File: src/rtl/nic_irq_pkg.sv
package nic_irq_pkg;

    localparam int MAIN_W  = 32;
    localparam int RX_BIT  = 16;
    localparam int SUB_BIT = 23;
    localparam int TXD_BIT = 24;
    localparam int TXA_BIT = 25;

    localparam logic [15:0] OFF_MSTAT     = 16'h0100;
    localparam logic [15:0] OFF_MMASK     = 16'h0104;
    localparam logic [15:0] OFF_MSTAT_ALT = 16'h0108;
    localparam logic [15:0] OFF_MMASK_ALT = 16'h010C;
    localparam logic [15:0] OFF_SMASK     = 16'h0114;
    localparam logic [15:0] OFF_SSTAT     = 16'h0118;

    localparam logic [MAIN_W-1:0] MMASK_RST = 32'hFF7F_FFFF;
    localparam logic [MAIN_W-1:0] KEEP_MASK = 32'h0080_0000;

    typedef enum logic [2:0] {
        SEL_NONE,
        SEL_MSTAT,
        SEL_MMASK,
        SEL_SSTAT,
        SEL_SMASK
    } reg_sel_e;

    typedef enum logic {
        IRQ_QUIET,
        IRQ_RAISED
    } irq_state_e;

endpackage

File: src/rtl/nic_irq_decode.sv
module nic_irq_decode
    import nic_irq_pkg::*;
#(
    parameter int ADDR_W = 12
) (
    input  logic              bus_sel,
    input  logic              bus_wr,
    input  logic [ADDR_W-1:0] bus_addr,
    output reg_sel_e          sel,
    output logic              rd_mstat,
    output logic              rd_sstat,
    output logic              wr_mstat,
    output logic              wr_mmask,
    output logic              wr_sstat,
    output logic              wr_smask
);

    always_comb begin
        sel = SEL_NONE;
        if (bus_sel) begin
            if (bus_addr == OFF_MSTAT[ADDR_W-1:0] || bus_addr == OFF_MSTAT_ALT[ADDR_W-1:0])
                sel = SEL_MSTAT;
            else if (bus_addr == OFF_MMASK[ADDR_W-1:0] || bus_addr == OFF_MMASK_ALT[ADDR_W-1:0])
                sel = SEL_MMASK;
            else if (bus_addr == OFF_SSTAT[ADDR_W-1:0])
                sel = SEL_SSTAT;
            else if (bus_addr == OFF_SMASK[ADDR_W-1:0])
                sel = SEL_SMASK;
        end
    end

    always_comb begin
        rd_mstat = (sel == SEL_MSTAT) && !bus_wr;
        rd_sstat = (sel == SEL_SSTAT) && !bus_wr;
        wr_mstat = (sel == SEL_MSTAT) && bus_wr;
        wr_mmask = (sel == SEL_MMASK) && bus_wr;
        wr_sstat = (sel == SEL_SSTAT) && bus_wr;
        wr_smask = (sel == SEL_SMASK) && bus_wr;
    end

endmodule

File: src/rtl/nic_irq_main_regs.sv
module nic_irq_main_regs
    import nic_irq_pkg::*;
(
    input  logic              clk,
    input  logic              rst_n,
    input  logic              wr_stat,
    input  logic              wr_mask,
    input  logic              rd_stat,
    input  logic [MAIN_W-1:0] wdata,
    input  logic [MAIN_W-1:0] evt_set,
    output logic [MAIN_W-1:0] stat_q,
    output logic [MAIN_W-1:0] mask_q,
    output logic              main_any
);

    logic [MAIN_W-1:0] stat_base;
    logic [MAIN_W-1:0] stat_d;

    always_comb begin
        if (wr_stat)
            stat_base = wdata;
        else if (rd_stat)
            stat_base = stat_q & KEEP_MASK;
        else
            stat_base = stat_q;
        stat_d = stat_base | evt_set;
    end

    always_ff @(posedge clk or negedge rst_n) begin
        if (!rst_n) begin
            stat_q <= '0;
            mask_q <= MMASK_RST;
        end else begin
            stat_q <= stat_d;
            if (wr_mask)
                mask_q <= wdata;
        end
    end

    assign main_any = |(stat_q & ~mask_q & ~KEEP_MASK);

endmodule

File: src/rtl/nic_irq_sub_regs.sv
module nic_irq_sub_regs #(
    parameter int SUB_W = 16
) (
    input  logic             clk,
    input  logic             rst_n,
    input  logic             wr_stat,
    input  logic             wr_mask,
    input  logic             rd_stat,
    input  logic [SUB_W-1:0] wdata,
    input  logic [SUB_W-1:0] evt_set,
    output logic [SUB_W-1:0] stat_q,
    output logic [SUB_W-1:0] mask_q,
    output logic             sub_any
);

    logic [SUB_W-1:0] stat_d;

    always_comb begin
        if (wr_stat)
            stat_d = wdata | evt_set;
        else if (rd_stat)
            stat_d = evt_set;
        else
            stat_d = stat_q | evt_set;
    end

    always_ff @(posedge clk or negedge rst_n) begin
        if (!rst_n) begin
            stat_q <= '0;
            mask_q <= '1;
        end else begin
            stat_q <= stat_d;
            if (wr_mask)
                mask_q <= wdata;
        end
    end

    assign sub_any = |(stat_q & ~mask_q);

endmodule

File: src/rtl/nic_irq_fsm.sv
module nic_irq_fsm
    import nic_irq_pkg::*;
(
    input  logic clk,
    input  logic rst_n,
    input  logic pending,
    output logic irq
);

    irq_state_e state_q;
    irq_state_e state_d;

    always_ff @(posedge clk or negedge rst_n) begin
        if (!rst_n)
            state_q <= IRQ_QUIET;
        else
            state_q <= state_d;
    end

    always_comb begin
        state_d = state_q;
        unique case (state_q)
            IRQ_QUIET:  if (pending)  state_d = IRQ_RAISED;
            IRQ_RAISED: if (!pending) state_d = IRQ_QUIET;
            default:    state_d = IRQ_QUIET;
        endcase
    end

    always_comb begin
        irq = (state_q == IRQ_RAISED);
    end

endmodule

File: src/rtl/nic_irq_aggregator.sv
module nic_irq_aggregator
    import nic_irq_pkg::*;
#(
    parameter int ADDR_W = 12,
    parameter int SUB_W  = 16
) (
    input  logic              clk,
    input  logic              rst_n,
    input  logic              bus_sel,
    input  logic              bus_wr,
    input  logic [ADDR_W-1:0] bus_addr,
    input  logic [31:0]       bus_wdata,
    output logic [31:0]       bus_rdata,
    input  logic              evt_rx,
    input  logic              evt_tx_desc,
    input  logic              evt_tx_all,
    input  logic [SUB_W-1:0]  sub_evt,
    output logic              irq_o
);

    localparam int PAD_W = MAIN_W - SUB_W;

    reg_sel_e          sel;
    logic              rd_mstat, rd_sstat;
    logic              wr_mstat, wr_mmask, wr_sstat, wr_smask;
    logic [MAIN_W-1:0] evt_vec;
    logic [MAIN_W-1:0] mstat_q, mmask_q;
    logic [SUB_W-1:0]  sstat_q, smask_q;
    logic              main_any, sub_any;

    nic_irq_decode #(.ADDR_W(ADDR_W)) u_dec (
        .bus_sel  (bus_sel),
        .bus_wr   (bus_wr),
        .bus_addr (bus_addr),
        .sel      (sel),
        .rd_mstat (rd_mstat),
        .rd_sstat (rd_sstat),
        .wr_mstat (wr_mstat),
        .wr_mmask (wr_mmask),
        .wr_sstat (wr_sstat),
        .wr_smask (wr_smask)
    );

    always_comb begin
        evt_vec          = '0;
        evt_vec[RX_BIT]  = evt_rx;
        evt_vec[TXD_BIT] = evt_tx_desc;
        evt_vec[TXA_BIT] = evt_tx_all;
    end

    nic_irq_main_regs u_main (
        .clk      (clk),
        .rst_n    (rst_n),
        .wr_stat  (wr_mstat),
        .wr_mask  (wr_mmask),
        .rd_stat  (rd_mstat),
        .wdata    (bus_wdata),
        .evt_set  (evt_vec),
        .stat_q   (mstat_q),
        .mask_q   (mmask_q),
        .main_any (main_any)
    );

    nic_irq_sub_regs #(.SUB_W(SUB_W)) u_sub (
        .clk     (clk),
        .rst_n   (rst_n),
        .wr_stat (wr_sstat),
        .wr_mask (wr_smask),
        .rd_stat (rd_sstat),
        .wdata   (bus_wdata[SUB_W-1:0]),
        .evt_set (sub_evt),
        .stat_q  (sstat_q),
        .mask_q  (smask_q),
        .sub_any (sub_any)
    );

    nic_irq_fsm u_fsm (
        .clk     (clk),
        .rst_n   (rst_n),
        .pending (main_any | sub_any),
        .irq     (irq_o)
    );

    always_comb begin
        unique case (sel)
            SEL_MSTAT: bus_rdata = mstat_q;
            SEL_MMASK: bus_rdata = mmask_q;
            SEL_SSTAT: bus_rdata = {{PAD_W{1'b0}}, sstat_q};
            SEL_SMASK: bus_rdata = {{PAD_W{1'b0}}, smask_q};
            default:   bus_rdata = '0;
        endcase
    end

endmodule

File: config.mk
export PLATFORM = sky130hd
export DESIGN_NAME = nic_irq_aggregator
export DESIGN_NICKNAME = d
export VERILOG_FILES = /design/src/rtl/nic_irq_pkg.sv /design/src/rtl/nic_irq_decode.sv /design/src/rtl/nic_irq_main_regs.sv /design/src/rtl/nic_irq_sub_regs.sv /design/src/rtl/nic_irq_fsm.sv /design/src/rtl/nic_irq_aggregator.sv
export SDC_FILE = /design/constraint.sdc
export NUM_CORES = 1
export LEC_CHECK = 0
export BUFFER_PORTS_ARGS = -buffer_cell sky130_fd_sc_hd__buf_4
export CAP_MARGIN = 25
export CORE_AREA = 2 2 121 135
export DETAILED_ROUTE_END_ITERATION = 8
export DIE_AREA = 0 0 123 137
export PLACE_DENSITY = 0.61
export SLEW_MARGIN = 20
export SYNTH_ARGS = -nofsm -noshare
export SYNTH_HDL_FRONTEND = slang
export SYNTH_HIERARCHICAL = 1
export SYNTH_SLANG_ARGS = --single-unit
File: constraint.sdc
create_clock -name clk -period 6.3 [get_ports clk]
set_input_delay 0.63 -clock clk [delete_from_list [all_inputs] [get_ports clk]]
set_output_delay 0.63 -clock clk [all_outputs]
set_load 0.01 [all_outputs]
* Yosys cells after proc, flatten, opt, wreduce, memory -nomap -nowiden
Cells that the tools add are included.
** Cells by class
- Mux-type cells :: 11
- Multiply operators :: 0
- Order comparisons :: 0
- Bitwise logic cells :: 8
- Add/sub/neg operators :: 0
- Reductions and logical operators :: 11
- Div/mod/pow operators :: 0
- Shift-type cells :: 0
- Equality and inequality tests :: 10
** Operators with widths (number)
- one-hot mux 32 bit (4 select lines) :: 1
- equality test 12 x 9 -> 1 bit (second input constant) :: 6
- 2-to-1 mux 32 bit :: 2
- bitwise AND 32 bit :: 1
- 2-to-1 mux 16 bit :: 2
- NOT 32 bit :: 1
- OR 16 bit :: 2
- OR 32 x 26 -> 32 bit :: 1
- OR reduction 31 bit :: 1
- bitwise AND 16 bit :: 1
- NOT 16 bit :: 1
- OR reduction 16 bit :: 1
- 2-to-1 mux 3 bit :: 5
- equality test 3 x 2 -> 1 bit (second input constant) :: 2
- logical AND 1 bit :: 6
- equality test 3 x 1 -> 1 bit (second input constant) :: 1
- equality test 3 bit (second input constant) :: 1
- logical OR 1 bit :: 2
- zero test 1 bit :: 1
- 2-to-1 mux 1 bit :: 1
- OR 1 bit :: 1
** Storage, ports and cells
- Output and inout port bits :: 33
- Word-level logic and storage cells :: 45
- Register bits :: 97
- Bits in latches :: 0
- RAM bits :: 0
- ROM bits :: 0
- Memories :: 0
- Bits of input ports :: 67

* Longest topological paths before layout
Gate-level depths: netlist (run 1).
- Depth after elaboration :: 11
- Gate-level depth with buffers :: 9

* By module
Netlist (run 1), hierarchy kept.
** By module, submodules not included
- nic_irq_main_regs :: area an instance 2632.5 um^2, cells each 192, times used 1
- nic_irq_sub_regs :: area an instance 1340.0 um^2, cells each 97, times used 1
- nic_irq_aggregator :: area an instance 1163.6 um^2, cells each 123, times used 1
- nic_irq_decode :: area an instance 158.9 um^2, cells each 20, times used 1
- nic_irq_fsm :: area an instance 25.0 um^2, cells each 1, times used 1

* Worst setup path after synthesis (run 1)
No wires, ideal clock.
- Kind :: input to output
- Start point :: input bus_addr[6]
- End point :: output bus_rdata[0]
- Path slack :: 3.286 ns
- Path buffers :: 1
- Arrival time :: 2.384 ns
- Required time :: 5.670 ns
- Stages :: 6
- Cells stage by stage :: nor4b_4 -> nand4b_4 -> nor3_1 -> buf_2 -> and4bb_1 -> or4_1
** Between the ends
- Elaborated cells between the ends (all ways) :: 18
** RTL lines
- start, declared :: RTL line nic_irq_aggregator.sv:11 : input logic [ADDR_W-1:0] bus_addr,
- equality test 12 x 9 -> 1 bit, on equally long branches :: RTL line nic_irq_decode.sv:25, nic_irq_decode.sv:23
- 2-to-1 mux 3 bit / logical OR 1 bit (equally long branches) :: RTL line nic_irq_decode.sv:25, nic_irq_decode.sv:23
- 2-to-1 mux 3 bit :: RTL line nic_irq_decode.sv:23 : else if (bus_addr == OFF_MMASK[ADDR_W-1:0] || bus_addr == OFF_MMASK_ALT[ADDR_W-1:0])
- 2-to-1 mux 3 bit * :: RTL line nic_irq_decode.sv:21 : if (bus_addr == OFF_MSTAT[ADDR_W-1:0] || bus_addr == OFF_MSTAT_ALT[ADDR_W-1:0])
- 2-to-1 mux 3 bit * :: RTL line nic_irq_decode.sv:20 : if (bus_sel) begin
- named net sel[0] :: RTL line nic_irq_aggregator.sv:23 : reg_sel_e sel;
- equality test 3 bit (tied with other cells) :: RTL line nic_irq_aggregator.sv:85 : unique case (sel)
- one-hot mux 32 bit (4 select lines) * :: RTL line nic_irq_aggregator.sv:85
- end, declared :: RTL line nic_irq_aggregator.sv:13 : output logic [31:0] bus_rdata,
The timed path passes the listed nets; every way through them passes the cells marked *.

* Final worst setup path (run 1)
- Start point :: input bus_addr[1]
- End point :: output bus_rdata[15]
** Between the ends
- Longest elaborated chain between the ends :: 8
- Elaborated cells between the ends (all ways) :: 18
** Ends and longest elaborated chain
- equality test 12 x 9 -> 1 bit :: RTL line nic_irq_decode.sv:27 : else if (bus_addr == OFF_SMASK[ADDR_W-1:0])
- 2-to-1 mux 3 bit :: RTL line nic_irq_decode.sv:27
- 2-to-1 mux 3 bit :: RTL line nic_irq_decode.sv:25 : else if (bus_addr == OFF_SSTAT[ADDR_W-1:0])
- 2-to-1 mux 3 bit :: RTL line nic_irq_decode.sv:23
- 2-to-1 mux 3 bit * :: RTL line nic_irq_decode.sv:21
- 2-to-1 mux 3 bit * :: RTL line nic_irq_decode.sv:20
- named net sel[2] :: RTL line nic_irq_aggregator.sv:23
- equality test 3 bit (tied with other cells) :: RTL line nic_irq_aggregator.sv:85
- one-hot mux 32 bit (4 select lines) * :: RTL line nic_irq_aggregator.sv:85
Marks and branches as above.

==> Implementation_results.wiki, run 1 <==
{| class="wikitable"
! Metric !! Value
|-
| Status || finished, final reports clean
|-
| Clock latency at the later pin of the worst-skew pair || around 0.35 ns
|-
| Global-route wire length before repair || 23.42 mm
|-
| Post-CTS Setup Repair Bufs || 0
|-
| Fraction of layout cells with a size suffix above 1 || about two fifths
|-
| Maximum fanout encountered on the critical timing path || 38
|-
| Number of nets with antenna violations after routing || 0
|-
| Final clock skew || 0.009240 ns
|-
| Die outline width || 123 µm
|-
| Reported max-cap violation count || 0
|-
| Synthesis-stage register bit count || 97
|-
| Cell with the most instances after synthesis || sky130_fd_sc_hd__dfrtp_1
|-
| Seq/Total Area, Yosys || 46.73%
|-
| Number of nets in the finished design || 606
|-
| Total number of yosys warnings || 6
|-
| Diodes inserted || 0
|-
| CTS H-Tree Depth || 3
|-
| Leakage power figure || 2.964 nW
|-
| Final number of max-transition violations || 0
|-
| Number of global-route vias before repair || 4163
|-
| Initial core utilization || 34.33%
|-
| Worst Hold Margin || 0.2680 ns
|-
| Type of element launching the critical path || primary input
|-
| Arrival time at the worst endpoint || 3.19 ns
|-
| Number of top-level pins || 100
|-
| RSZ-0062 raised after global routing || no
|-
| Post-Syn Instances || between 400 and 500
|-
| Leading cell types by count after synthesis || sky130_fd_sc_hd__dfrtp_1, sky130_fd_sc_hd__dfstp_2, sky130_fd_sc_hd__a221o_1, sky130_fd_sc_hd__mux2_2, sky130_fd_sc_hd__nor4bb_1
|-
| Most frequently used flop master after synthesis || sky130_fd_sc_hd__dfrtp_1
|-
| Row count || 48
|-
| Fmax || 261.5 MHz
|-
| DRC violation count after routing || 0
|-
| Share of the clock period used by the worst path after layout || 60.70%
|-
| Required time reported for the critical path endpoint || 5.67 ns
|-
| Via density per instance || 5.484
|-
| Total of cells resized after clock tree synthesis || 0
|-
| Category of the most critical setup path || primary input to output pin
|-
| Element type at the critical path end || output pin
|-
| DR iter-0 viols || 212
|-
| Input/output buffers || 99
|-
| Core box area || 15490 µm²
|-
| TritonCTS clock tree || done
|-
| Setup Total Neg Slack || 0 ns
|-
| Number of hold buffers added after cts || 0
|-
| Area Overhead vs Synth || 23.66%
|-
| Largest area contributor in the netlist || sky130_fd_sc_hd__dfrtp_1
|-
| Detailed-placement wirelength estimate || 9.761 mm
|-
| Pre-antenna DRT Iters || 4
|-
| Slew margin rel. || between 40% and 50%
|-
| Power density over the cells || 196.3 nW/µm²
|-
| Final non-filler cell total || 744
|-
| Worst voltage drop across the vdd grid || 0.1095 mV
|-
| Clock Tree Buf Depth || 2
|-
| Number of unique standard cell types used by synthesis || 41
|-
| Buffer cell driving the clock tree root || sky130_fd_sc_hd__clkbuf_16
|-
| Routability congestion estimate from global placement || 0.7554
|-
| Final number of setup-violating endpoints || 0
|-
| Clock-pin slew on the worst setup and hold paths || about 0.060 ns
|-
| # placed instances || around 730
|-
| Pin count of the biggest net entering global routing || 67
|-
| Area of the die || 16850 µm²
|-
| Mean Syn Cell Area || roughly 12 µm²
|-
| Syn Std Cell Area || about 5300 µm²
|-
| DR WL/cell || a little under 20 µm
|-
| Actual slew at the worst max-slew pin || 0.8654 ns
|-
| Inserted Clock Buffers || 9
|-
| Antenna violations before repair || 0
|-
| Fraction of registers with async set/reset || 100.0%
|-
| Final total power || 0.001291 W
|-
| Die span in y || about 140 µm
|-
| Class of the most critical hold timing path || primary input to asynchronous set/reset pin
|-
| Number of clock sinks || 97
|-
| Total routing usage reported by global routing || 18.12%
|-
| Number of enable-type register cells in the synthesized netlist || 0
|-
| Setup slack of the worst register-to-register path || roughly 4.3 ns
|-
| GRT overflow || 0
|-
| Vias after detailed routing || 4080
|-
| Min Clock Period, post-route || 3.824 ns
|-
| Routed WL || about 15 mm
|-
| Synth area leaders || sky130_fd_sc_hd__dfrtp_1, sky130_fd_sc_hd__dfstp_2, sky130_fd_sc_hd__mux2_2
|-
| Final hold violation count || 0
|-
| Fraction of post-synthesis cell area in the top cell type by area || about a quarter
|}
==> placed cells by master, fill, tap and decap left out, types with 2 or more instances in the layout <==
master / n
sky130_fd_sc_hd__nor4bb_1: 32
sky130_fd_sc_hd__a22o_1: 16
sky130_fd_sc_hd__clkbuf_16: 9
sky130_fd_sc_hd__nand2_1: 7
sky130_fd_sc_hd__nand4_1: 2
sky130_fd_sc_hd__or4_1: 16
sky130_fd_sc_hd__clkbuf_1: 3
sky130_fd_sc_hd__mux2_2: 44
sky130_fd_sc_hd__nor4_1: 5
sky130_fd_sc_hd__nor2_4: 4
sky130_fd_sc_hd__o21ai_0: 6
sky130_fd_sc_hd__o22ai_1: 12
sky130_fd_sc_hd__conb_1: 29
sky130_fd_sc_hd__a2111oi_1: 2
sky130_fd_sc_hd__a21oi_1: 2
sky130_fd_sc_hd__a221o_1: 45
sky130_fd_sc_hd__nor3b_4: 2
sky130_fd_sc_hd__dfstp_2: 47
sky130_fd_sc_hd__nand2b_1: 4
sky130_fd_sc_hd__buf_4: 107
sky130_fd_sc_hd__bufinv_16: 2
sky130_fd_sc_hd__and4bb_1: 16
sky130_fd_sc_hd__nor2b_1: 14
sky130_fd_sc_hd__a2111oi_0: 3
sky130_fd_sc_hd__inv_1: 31
sky130_fd_sc_hd__dfrtp_1: 50
sky130_fd_sc_hd__and4b_1: 16
sky130_fd_sc_hd__nor4_2: 3
sky130_fd_sc_hd__clkbuf_8: 2
==> state kept, by name (all words and copies together) (netlist names) <==
register	count
u_sub/mask_q	16
u_sub/stat_q	16
u_fsm/irq	1
u_main/mask_q	32
u_main/stat_q	32
==> power breakdown <==
part           switching (W)  internal [W]
Combinational      0.0000336     0.0000308
Clock               0.000229      0.000370
Sequential        0.00000101      0.000626
==> path summary, 6_finish.rpt <==
kind / startpoint / end / cells past startpoint
worst min-delay path: rst_n / u_main/stat_q[21]$_DFF_PN0_ / 1
worst max-delay path: bus_addr[1] / bus_rdata[15] / 8
worst max register to register: u_sub/mask_q[12]$_DFFE_PN1P_ / u_fsm/irq$_DFF_PN0_ / 4
min in group clk: sub_evt[10] / u_sub/stat_q[10]$_DFF_PN0_ / 2
max in group asynchronous: rst_n / u_sub/stat_q[0]$_DFF_PN0_ / 2
worst min register to register: u_sub/mask_q[2]$_DFFE_PN1P_ / u_sub/mask_q[2]$_DFFE_PN1P_ / 2
==> metal layers <==
layer	global-route usage, %	vias to the layer above	wire length [µm]
li1	-	1897	-
met1	24.22	2038	6335
met2	28.05	123	6983
met3	4.750	22	875
met4	6.944	0	328
met5	0	-	0
==> stage by stage <==
stage / setup slack [ns] / instance area [µm²] / utilization, %
2_1_floorplan: 3.286 / 5425 / -
3_3_place_gp: 2.472 / 6255 / 40.37
3_5_place_dp: 2.490 / 6255 / 40.37
4_1_cts: 2.487 / 6579 / 42.46
5_1_grt: 2.287 / 6579 / 42.46
6_report: 2.476 / 6579 / 42.46
==> kinds of logic (layout without fill, tap and decap cells) <==
family | count (synthesis) | in the layout | synth area share [%]
mux | 44 | 44 | 9.313
flops | 97 | 97 | 46.73
simple gates | 130 | 130 | 21.94
buf+inv | 72 | 155 | 7.338
other cells | 1 | 29 | 0.07049
compound gates | 89 | 89 | 14.60
==> layout make-up <==
class	instances	area, µm²
sequential	97	2486
fill	1474	8916
inverter	32	120.1
timing repair buffer	107	803.3
clock inverter	2	60.06
multi-input combinational	292	2595
clock buffer	14	264.0
tap	200	250.2
==> worst max-delay path, stage by stage <==
cell                       delay (ns)
sky130_fd_sc_hd__buf_4           0.12
sky130_fd_sc_hd__nor4_4          0.31
sky130_fd_sc_hd__nand4b_4        0.25
sky130_fd_sc_hd__nor2_4          0.49
sky130_fd_sc_hd__buf_4           0.45
sky130_fd_sc_hd__and4b_1         0.24
sky130_fd_sc_hd__or4_1           0.51
sky130_fd_sc_hd__buf_4           0.17
No activity file was read; power rests on OpenSTA's default activity.
==> run 2: changes to the inputs <==
--- a/config.mk
+++ b/config.mk
@@ -10,7 +10,7 @@
 export CORE_AREA = 2 2 121 135
 export DETAILED_ROUTE_END_ITERATION = 8
 export DIE_AREA = 0 0 123 137
-export PLACE_DENSITY = 0.61
+export PLACE_DENSITY = 0.63
 export SLEW_MARGIN = 20
 export SYNTH_ARGS = -nofsm -noshare
 export SYNTH_HDL_FRONTEND = slang
==> constraint.sdc (replaced) <==
create_clock -name clk -period 3.43 [get_ports clk]
set_input_delay 0.343 -clock clk [delete_from_list [all_inputs] [get_ports clk]]
set_output_delay 0.343 -clock clk [all_outputs]
set_load 0.01 [all_outputs]
==> run 2 against run 1 <==
Net effect:
- global-route usage hardly changed
- cell count up 0.54%
- non-clock buffer count increased by 4
- count of clock-buffer cells in the layout shrank 3
- core utilization is 0.33 points higher
- total power grew 76%
- combinational power grew 86%
- die area unchanged
- final area rose by 0.78%
==> Implementation_results.wiki, run 2 (synthesized netlist as in run 1, its figures left out) <==
{| class="wikitable"
! Metric !! Value
|-
| Status || finished, final reports clean
|-
| Fraction of layout cells with a size suffix above 1 || between 40% and 50%
|-
| Required time reported for the critical path endpoint || around 3.1 ns
|-
| Vias after detailed routing || 4102
|-
| Clock Tree Buf Depth || 2
|-
| Worst voltage drop across the vdd grid || 0.2558 mV
|-
| Core box area || 15490 µm²
|-
| Post-place setup slack || 0.5226 ns
|-
| Final number of setup-violating endpoints || 0
|-
| Number of nets with antenna violations after routing || 0
|-
| Area Overhead vs Synth || 24.62%
|-
| Routed WL || 14.62 mm
|-
| Clock latency at the later pin of the worst-skew pair || 0.35 ns
|-
| Routed met3 length || 952 µm
|-
| Initial core utilization || 34.33%
|-
| Type of element launching the critical path || primary input
|-
| CTS H-Tree Depth || 3
|-
| Power density over the cells || 343.2 nW/µm²
|-
| Final number of max-transition violations || 0
|-
| Buffer cell driving the clock tree root || sky130_fd_sc_hd__clkbuf_16
|-
| Die span in y || roughly 140 µm
|-
| Number of hold buffers added after cts || 0
|-
| Share of the clock period used by the worst path after layout || 85.02%
|-
| Critical register-to-register path startpoint || u_sub/mask_q[5]$_DFFE_PN1P_
|-
| Worst path top cell family by delay || simple AND/OR/NAND/NOR gates
|-
| Most common cell after layout, fill and taps aside || sky130_fd_sc_hd__buf_4
|-
| Pin count of the biggest net entering global routing || 67
|-
| CP dominant cell by count || sky130_fd_sc_hd__buf_4
|-
| Combined buffer and inverter count along the critical path || 3
|-
| Actual slew at the worst max-slew pin || 0.9449 ns
|-
| Amount of wire on met2 after detailed routing || a little under 7 mm
|-
| Maximum cell stage delay along the critical path || 0.52 ns
|-
| Class of the most critical hold timing path || primary input to asynchronous set/reset pin
|-
| Diodes inserted || 0
|-
| Slew margin rel. || around 37%
|-
| Row count || between 40 and 50
|-
| Area of the die || 16850 µm²
|-
| Input/output buffers || between 90 and 100
|-
| Die outline width || around 120 µm
|-
| DR iter-0 viols || 308
|-
| Leakage power figure || 2.985 nW
|-
| Global-route wire length before repair || roughly 23 mm
|-
| Non-Filler Cell Area, Final || ~6600 µm²
|-
| Via density per instance || 5.484
|-
| Setup Total Neg Slack || 0 ns
|-
| Arrival time at the worst endpoint || 2.57 ns
|-
| Total of cells resized after clock tree synthesis || 0
|-
| Detailed-placement wirelength estimate || 9.761 mm
|-
| Cell with the biggest individual delay on the critical path || sky130_fd_sc_hd__or4_1
|-
| DRC violation count after routing || 0
|-
| Endpoint of the most critical register-to-register path || u_fsm/irq$_DFF_PN0_
|-
| TritonCTS clock tree || done
|-
| GRT overflow || 0
|-
| Largest registers || u_main/mask_q (32), u_main/stat_q (32)
|-
| Fmax || 342.9 MHz
|-
| Setup slack of the worst register-to-register path || 1.40 ns
|-
| Number of global-route vias before repair || 4272
|-
| R2r worst-path depth || 4
|-
| Met1 Wirelength || ~6.5 mm
|-
| Min Clock Period, post-route || around 3 ns
|-
| RSZ-0062 raised after global routing || no
|-
| Category of the most critical setup path || primary input to output pin
|-
| Post-route worst setup slack || 0.5137 ns
|-
| Final clock skew || 0.01155 ns
|-
| Pre-antenna DRT Iters || 4
|-
| Clock-pin slew on the worst setup and hold paths || 0.07 ns
|-
| Highest-count cells in the layout ignoring fill and taps || sky130_fd_sc_hd__buf_4, sky130_fd_sc_hd__dfrtp_1, sky130_fd_sc_hd__dfstp_2
|-
| Routability congestion estimate from global placement || ~0.79
|-
| Number of nets in the finished design || 610
|-
| Reported max-cap violation count || 0
|-
| Number of top-level pins || 100
|-
| Post-CTS Setup Repair Bufs || 0
|-
| Maximum fanout encountered on the critical timing path || 24
|-
| Final hold violation count || 0
|-
| Top layer in use || met4
|-
| Number of clock sinks || 97
|-
| Inserted Clock Buffers || 9
|-
| Antenna violations before repair || 0
|-
| Placed standard-cell area || 6335 µm²
|-
| Element type at the critical path end || output pin
|-
| Critical Path, Cell by Cell || buf_4, nor4b_4, nand4b_4, nor2_4, buf_4, and4b_1, or4_1, buf_4
|-
| Final total power || between 0.002 and 0.0025 W
|-
| DR WL/cell || 19.54 µm
|-
| Total routing usage reported by global routing || between 10% and 20%
|}
==> run 2: changes by cell type in the layout (fill, tap and decap cells not counted), sizes merged <==
cell      previous run  this run
clkinvlp             0         1
bufinv               2         0
clkinv               1         2
inv                 31        34
clkbuf              14        11
buf                107       111
==> run 2: worst reg2reg max path, stage by stage (launching register included) <==
cell	delay, ns
sky130_fd_sc_hd__dfstp_2	0.53
sky130_fd_sc_hd__inv_1	0.04
sky130_fd_sc_hd__a2111oi_0	0.76
sky130_fd_sc_hd__nand4_1	0.23
sky130_fd_sc_hd__or2_2	0.35
==> run 2: layout make-up <==
type	count	area, µm²
Clock buffer	11	252.7
Inverter	32	120.1
Tap cell	200	250.2
Timing Repair Buffer	111	883.3
Fill cell	1483	8865
Sequential cell	97	2486
Clock inverter	5	42.54
Multi-Input combinational cell	292	2595
==> run 2: power by group <==
part | switching, W | internal (W) | total (W)
combinational | 0.0000621 | 0.0000581 | 0.000120
sequential | 0.00000186 | 0.00115 | 0.00115
clock | 0.000462 | 0.000541 | 0.00100
total | 0.000526 | 0.00175 | 0.00228
==> run 2: how the worst max path moves through the flow <==
stage	depth (start not counted)	endpoint	slack, ns	from
floorplan	6	bus_rdata[0]	0.99	bus_addr[6]
global placement	8	bus_rdata[14]	0.56	bus_addr[6]
detailed placement	8	bus_rdata[1]	0.52	bus_addr[6]
CTS	8	bus_rdata[1]	0.52	bus_addr[6]
global route	8	bus_rdata[10]	0.39	bus_addr[6]
finish	8	bus_rdata[1]	0.51	bus_addr[6]
==> run 2: metrics by stage <==
| stage | instances | utilization [%] | hold WS [ns] |
|---|---|---|---|
| 2_1_floorplan | 461 | - | 0.04741 |
| 3_3_place_gp | 732 | 40.88 | 0.4826 |
| 3_5_place_dp | 732 | 40.88 | 0.4940 |
| 4_1_cts | 748 | 42.79 | 0.1121 |
| 5_1_grt | 748 | 42.79 | 0.1427 |
| 6_report | 748 | 42.79 | 0.07909 |
==> run 2: layer usage <==
| layer | GRT usage [%] | vias to the layer above |
|---|---|---|
| met5 | 0 | - |
| met4 | 4.798 | 0 |
| li1 | - | 1904 |
| met1 | 23.61 | 2070 |
| met3 | 5.792 | 14 |
| met2 | 29.19 | 114 |
